`src/rtl/fsr_pkg.sv`:
```
package fsr_pkg;

    typedef enum logic [1:0] {
        OP_OPEN  = 2'd0,
        OP_BYTE  = 2'd1,
        OP_WORD  = 2'd2,
        OP_CLOSE = 2'd3
    } fsr_op_e;

    // Strobe level held during a given step of a command
    function automatic logic step_level(fsr_op_e op, logic [1:0] idx);
        case (op)
            OP_OPEN:  return (idx == 2'd1);
            OP_BYTE:  return (idx == 2'd0);
            OP_WORD:  return (idx == 2'd0) || (idx == 2'd2);
            default:  return (idx == 2'd1) || (idx == 2'd3);
        endcase
    endfunction

    // Index of the final step of a command
    function automatic logic [1:0] final_step(fsr_op_e op);
        case (op)
            OP_OPEN: return 2'd2;
            OP_BYTE: return 2'd1;
            default: return 2'd3;
        endcase
    endfunction

    // Step at whose end the data bus is captured for the result
    function automatic logic keep_step(fsr_op_e op, logic [1:0] idx);
        return ((op == OP_BYTE) && (idx == 2'd0)) ||
               ((op == OP_WORD) && (idx == 2'd2));
    endfunction

endpackage

```
`src/rtl/fsr_timer.sv`:
```
module fsr_timer #(
    parameter int SETTLE = 4
) (
    input  logic clk,
    input  logic rst_n,
    input  logic load,
    output logic expire
);
    localparam int CW = (SETTLE > 1) ? $clog2(SETTLE) : 1;
    localparam logic [CW-1:0] RELOAD = CW'(SETTLE - 1);

    logic [CW-1:0] cnt_d, cnt_q;

    always_comb begin
        cnt_d = cnt_q;
        if (load)
            cnt_d = RELOAD;
        else if (cnt_q != '0)
            cnt_d = cnt_q - 1'b1;
    end

    always_ff @(posedge clk or negedge rst_n) begin
        if (!rst_n) cnt_q <= '0;
        else        cnt_q <= cnt_d;
    end

    assign expire = (cnt_q == '0);
endmodule

```
`src/rtl/fsr_capture.sv`:
```
module fsr_capture #(
    parameter int DW = 8
) (
    input  logic          clk,
    input  logic          rst_n,
    input  logic          grab,
    input  logic          publish,
    input  logic [DW-1:0] din,
    output logic [DW-1:0] dout,
    output logic          dvalid
);
    typedef struct packed {
        logic [DW-1:0] hold;
        logic [DW-1:0] outv;
        logic          valid;
    } cap_t;

    cap_t cap_d, cap_q;

    always_comb begin
        cap_d       = cap_q;
        cap_d.valid = publish;
        if (grab)    cap_d.hold = din;
        if (publish) cap_d.outv = cap_q.hold;
    end

    always_ff @(posedge clk or negedge rst_n) begin
        if (!rst_n) cap_q <= '0;
        else        cap_q <= cap_d;
    end

    assign dout   = cap_q.outv;
    assign dvalid = cap_q.valid;
endmodule

```
`src/rtl/fsr_ctrl.sv`:
```
module fsr_ctrl
    import fsr_pkg::*;
(
    input  logic       clk,
    input  logic       rst_n,
    input  logic       cmd_valid,
    input  logic [1:0] cmd_op,
    input  logic       expire,
    output logic       load,
    output logic       grab,
    output logic       publish,
    output logic       busy,
    output logic       seq_error,
    output logic       rewind_n,
    output logic       drive_n,
    output logic       sclk
);
    typedef struct packed {
        logic       busy;
        fsr_op_e    op;
        logic [1:0] step;
        logic       rewind_n;
        logic       drive_n;
        logic       sclk;
        logic       opened;
        logic       err;
    } ctl_t;

    localparam ctl_t CTL_RST = '{busy: 1'b0, op: OP_OPEN, step: 2'd0,
                                 rewind_n: 1'b1, drive_n: 1'b1, sclk: 1'b1,
                                 opened: 1'b0, err: 1'b0};

    ctl_t ctl_d, ctl_q;
    fsr_op_e req_op;

    assign req_op = fsr_op_e'(cmd_op);

    always_comb begin
        ctl_d   = ctl_q;
        load    = 1'b0;
        grab    = 1'b0;
        publish = 1'b0;
        if (!ctl_q.busy) begin
            if (cmd_valid) begin
                ctl_d.busy = 1'b1;
                ctl_d.op   = req_op;
                ctl_d.step = 2'd0;
                ctl_d.sclk = step_level(req_op, 2'd0);
                load       = 1'b1;
                case (req_op)
                    OP_OPEN: begin
                        ctl_d.rewind_n = 1'b0;
                        ctl_d.drive_n  = 1'b0;
                        ctl_d.opened   = 1'b1;
                        ctl_d.err      = 1'b0;
                    end
                    OP_CLOSE: begin
                        ctl_d.drive_n = 1'b1;
                        ctl_d.opened  = 1'b0;
                    end
                    default: begin
                        if (!ctl_q.opened) ctl_d.err = 1'b1;
                    end
                endcase
            end
        end else if (expire) begin
            grab = keep_step(ctl_q.op, ctl_q.step);
            if (ctl_q.step == final_step(ctl_q.op)) begin
                ctl_d.busy = 1'b0;
                if (ctl_q.op == OP_OPEN) ctl_d.rewind_n = 1'b1;
                publish = (ctl_q.op == OP_BYTE) || (ctl_q.op == OP_WORD);
            end else begin
                ctl_d.step = ctl_q.step + 2'd1;
                ctl_d.sclk = step_level(ctl_q.op, ctl_q.step + 2'd1);
                load       = 1'b1;
            end
        end
    end

    always_ff @(posedge clk or negedge rst_n) begin
        if (!rst_n) ctl_q <= CTL_RST;
        else        ctl_q <= ctl_d;
    end

    assign busy      = ctl_q.busy;
    assign seq_error = ctl_q.err;
    assign rewind_n  = ctl_q.rewind_n;
    assign drive_n   = ctl_q.drive_n;
    assign sclk      = ctl_q.sclk;
endmodule

```
`src/rtl/fifo_rd_seq.sv`:
```
module fifo_rd_seq #(
    parameter int SETTLE = 4,
    parameter int DW     = 8
) (
    input  logic          clk,
    input  logic          rst_n,
    input  logic          cmd_valid,
    input  logic [1:0]    cmd_op,
    input  logic [DW-1:0] fifo_data,
    output logic          busy,
    output logic [DW-1:0] data_out,
    output logic          data_valid,
    output logic          seq_error,
    output logic          fifo_rewind_n,
    output logic          fifo_drive_n,
    output logic          fifo_sclk
);
    logic load, expire, grab, publish;

    fsr_timer #(.SETTLE(SETTLE)) u_timer (
        .clk    (clk),
        .rst_n  (rst_n),
        .load   (load),
        .expire (expire)
    );

    fsr_ctrl u_ctrl (
        .clk       (clk),
        .rst_n     (rst_n),
        .cmd_valid (cmd_valid),
        .cmd_op    (cmd_op),
        .expire    (expire),
        .load      (load),
        .grab      (grab),
        .publish   (publish),
        .busy      (busy),
        .seq_error (seq_error),
        .rewind_n  (fifo_rewind_n),
        .drive_n   (fifo_drive_n),
        .sclk      (fifo_sclk)
    );

    fsr_capture #(.DW(DW)) u_cap (
        .clk     (clk),
        .rst_n   (rst_n),
        .grab    (grab),
        .publish (publish),
        .din     (fifo_data),
        .dout    (data_out),
        .dvalid  (data_valid)
    );
endmodule

```
`config.mk`:
```
export PLATFORM = sky130hd
export DESIGN_NAME = fifo_rd_seq
export DESIGN_NICKNAME = d
export VERILOG_FILES = /design/src/rtl/fsr_pkg.sv /design/src/rtl/fsr_timer.sv /design/src/rtl/fsr_capture.sv /design/src/rtl/fsr_ctrl.sv /design/src/rtl/fifo_rd_seq.sv
export SDC_FILE = /design/constraint.sdc
export NUM_CORES = 1
export LEC_CHECK = 0
export ABC_AREA = 1
export BUFFER_PORTS_ARGS = -buffer_cell sky130_fd_sc_hd__buf_4
export CAP_MARGIN = 20
export CORE_ASPECT_RATIO = 0.9
export CORE_MARGIN = 2
export CORE_UTILIZATION = 55
export DETAILED_ROUTE_END_ITERATION = 16
export GPL_TIMING_DRIVEN = 1
export PLACE_DENSITY = 0.88
export SYNTH_ARGS = -nofsm -noshare
export SYNTH_HDL_FRONTEND = slang
export SYNTH_SLANG_ARGS = --single-unit
```
`constraint.sdc`:
```
create_clock -name clk -period 2.6 [get_ports clk]
set_clock_uncertainty 0.1 [all_clocks]
set_input_delay 0.52 -clock clk [delete_from_list [all_inputs] [get_ports clk]]
set_output_delay 0.52 -clock clk [all_outputs]
set_load 0.02 [all_outputs]
```
==> results by group <==
Cells and area
  – Most frequent cells in the layout: nand2_1 (59), buf_4 (26), dfrtp_1 (26)
  – Antenna cells: 0
  – Layout Cells excl Fill: around 240
  – Layout net count: approximately 230
  – Area grow syn2layout: 15.2%
  – Share of layout cells above drive strength 1: 0.250
  – Commonest non-fill, non-tap cell in the layout: nand2_1

CTS
  – H-tree levels: 2
  – CTS Buf Count: 5
  – Clock buffer depth: 2
  – Clk_lat worst skew: between 0.3 and 0.4 ns
  – Postcts setup bufs: 0
  – Clock root buffer: clkbuf_4
  – CTS sink count: 29
  – CTS tree: done
  – Clock-pin slew on the worst setup and hold paths: about 0.1 ns

STA
  – Final TNS setup: 0 ns
  – RSZ-0062 raised after global routing: no
  – Final hold vios: 0
  – Final period util: 0.641
  – Period minus WS final: 1.67 ns
  – Setup-failing EPs final: 0
  – Highest Clock Rate: 600 MHz
  – Slew HR: 0.710
  – Slew Limit Fails: 0
  – Worst Tran Pin Value: about 0.43 ns

Critical path
  – CP Capture Type: flip-flop
  – Critical path class: reg -> reg
  – Required time worst endpoint: 2.73 ns
  – Crit path DAT: 1.80 ns
  – Startpoint Class: flip-flop
  – Crit-path max FO: 9

Placement
  – Post-Place Cells: about 240
  – HPWL after DPL: around 2200 um
  – I/O Buffers: 26
  – Gpl congestion: ~0.8

Yosys
  – Syn Inst Count: 179
  – Synth Warn #: 0
  – Register area share after synthesis: 0.468
  – Synthesized area: 0.00156 mm2
  – Avg Synthesized Cell Area: just under 9 um2
  – #FFs+latches synth: 29
  – Cell variety after synth: 23
  – Syn Nets: approximately 200

Routing
  – Vias: about 1200
  – Wire per inst: approximately 12 um
  – Via density: approximately 4.8
  – Starting DRT DRC Count: 39
  – Detail Route Antenna Nets: 0
  – DRC Markers: 0
  – Routed wire length: ~2900 um
  – 1st-pass router iterations: 4

GRT
  – Number of global-route vias before repair: 1023
  – Total global routing overflow: 0
  – Total track usage: 0.200
  – First-pass GRT wire length: around 4700 um
  – Antenna violations before repair: 0
  – Largest net degree at the start of global routing: 30

Hold path
  – Hold WC Path Type: in -> reg

Floorplan
  – Die height: roughly 55 um
  – Die width: ~60 um
  – Row cnt: 18
  – # IOs: 27
  – Core Footprint: roughly 0.0027 mm2
  – Initial Util: 0.573
  – DIE AREA: about 0.0033 mm2

Power
  – P per Cell Area: 1160 mW/mm2
  – Worst VDD drop: about 0.00057 V
  – LEAKAGE: just under 1 nW

Job
  – Max_cap viols: 0

Status
  – Status: finished clean
-- through the flow --
| step | hold WS (ns) | power, mW | util | setup slack (ns) | cell area [um2] |
|---|---|---|---|---|---|
| 6_report | 0.299 | 2.08 | 0.660 | 0.933 | 1800 |
| 5_1_grt | 0.306 | 2.26 | 0.660 | 0.834 | 1800 |
| 4_1_cts | 0.292 | 2.09 | 0.660 | 0.940 | 1800 |
| 3_5_place_dp | 0.359 | 1.82 | 0.636 | 0.966 | 1730 |
| 3_3_place_gp | 0.356 | 1.77 | 0.636 | 1.07 | 1730 |
| 2_1_floorplan | 0.124 | 1.58 | - | 1.17 | 1560 |
-- layer usage --
layer / track usage / wire length [um]
met5: 0 / 0
met4: 0.0556 / 21
met3: 0.0662 / 151
met2: 0.328 / 1380
met1: 0.256 / 1300
-- cell type report --
| cell class | instances | area (um2) |
|---|---|---|
| fillers | 230 | 927 |
| clock buffers | 5 | 37.5 |
| repair buffers | 27 | 205 |
| clock inverters | 3 | 17.5 |
| flip-flops and latches | 29 | 729 |
| inverters | 22 | 90.1 |
| well taps | 40 | 50.0 |
| multi-input cells | 118 | 668 |
-- critical path, stage by stage, from the launching register on --
cell and delay, ns:
dfrtp_1 0.45, inv_1 0.14, ha_1 0.18, inv_1 0.09, o22ai_4 0.26, nand2_2 0.18
nand2_1 0.10, nand2_1 0.06
-- final timing paths --
kind	startpoint	endpoint	slack, ns	depth (start not counted)
hold / removal	fifo_data[6]	u_cap.cap_q[15]$_DFFE_PN0P_	0.30	3
hold reg to reg	u_cap.dout[6]$_DFFE_PN0P_	u_cap.dout[6]$_DFFE_PN0P_	0.39	2
max in group asynchronous	rst_n	u_ctrl.drive_n$_DFFE_PN1P_	1.56	2
setup / recovery	u_ctrl.ctl_q[6]$_DFFE_PN0P_	u_cap.cap_q[10]$_DFFE_PN0P_	0.93	7
min in group asynchronous	rst_n	u_cap.cap_q[15]$_DFFE_PN0P_	0.52	2
setup reg to reg	u_ctrl.ctl_q[6]$_DFFE_PN0P_	u_cap.cap_q[10]$_DFFE_PN0P_	0.93	7
-- synthesized netlist by cell type --
library cell / count / area, um2
nand2_1: 59 / 221
dfrtp_1: 26 / 651
nand3_1: 24 / 120
inv_1: 16 / 60.1
ha_1: 12 / 150
buf_4: 9 / 67.6
inv_2: 5 / 18.8
nor2_1: 5 / 18.8
o21ai_0: 4 / 20.0
dfstp_2: 3 / 78.8
nand2_4: 2 / 22.5
nor2_4: 2 / 22.5
o21a_1: 2 / 15.0
buf_2: 1 / 5.00
inv_8: 1 / 11.3
nand2_2: 1 / 6.26
nand2_8: 1 / 20.0
nor2_2: 1 / 6.26
nor3_1: 1 / 5.00
o21ai_1: 1 / 5.00
o22ai_1: 1 / 6.26
o22ai_4: 1 / 20.0
xor2_1: 1 / 8.76
-- flip-flops by register name, summed over array words and instances (netlist names) --
name,flops
u_cap.cap_q,8
u_cap.dout,8
u_ctrl.ctl_q,5
u_timer.cnt_q,2
u_cap.dvalid,1
u_ctrl.busy,1
u_ctrl.drive_n,1
u_ctrl.rewind_n,1
u_ctrl.sclk,1
u_ctrl.seq_error,1
-- cells by family (layout without fill, tap and decap cells) --
logic type	after synthesis	count (layout)	synth area share
flops	29	29	0.468
fa+ha+maj	12	12	0.0962
buf+inv	32	57	0.104
xor+xnor	1	1	0.00561
compound gates	9	9	0.0425
simple gates	96	96	0.284
-- power breakdown --
part / switching [mW] / internal, mW / total [mW] / leakage (nW)
combinational: 0.626 / 0.380 / 1.01 / 0.609
sequential: 0.141 / 0.667 / 0.808 / 0.346
clock: 0.169 / 0.102 / 0.271 / 0.0310
-- what timing repair did --
action / in CTS / in global routing
setup endpoints to repair: 0 / 0
resized for setup: 0 / 0
endpoints found under the hold margin: 26 / 0
hold buffers: 1 / 0
(Power assumes the default switching activity.)
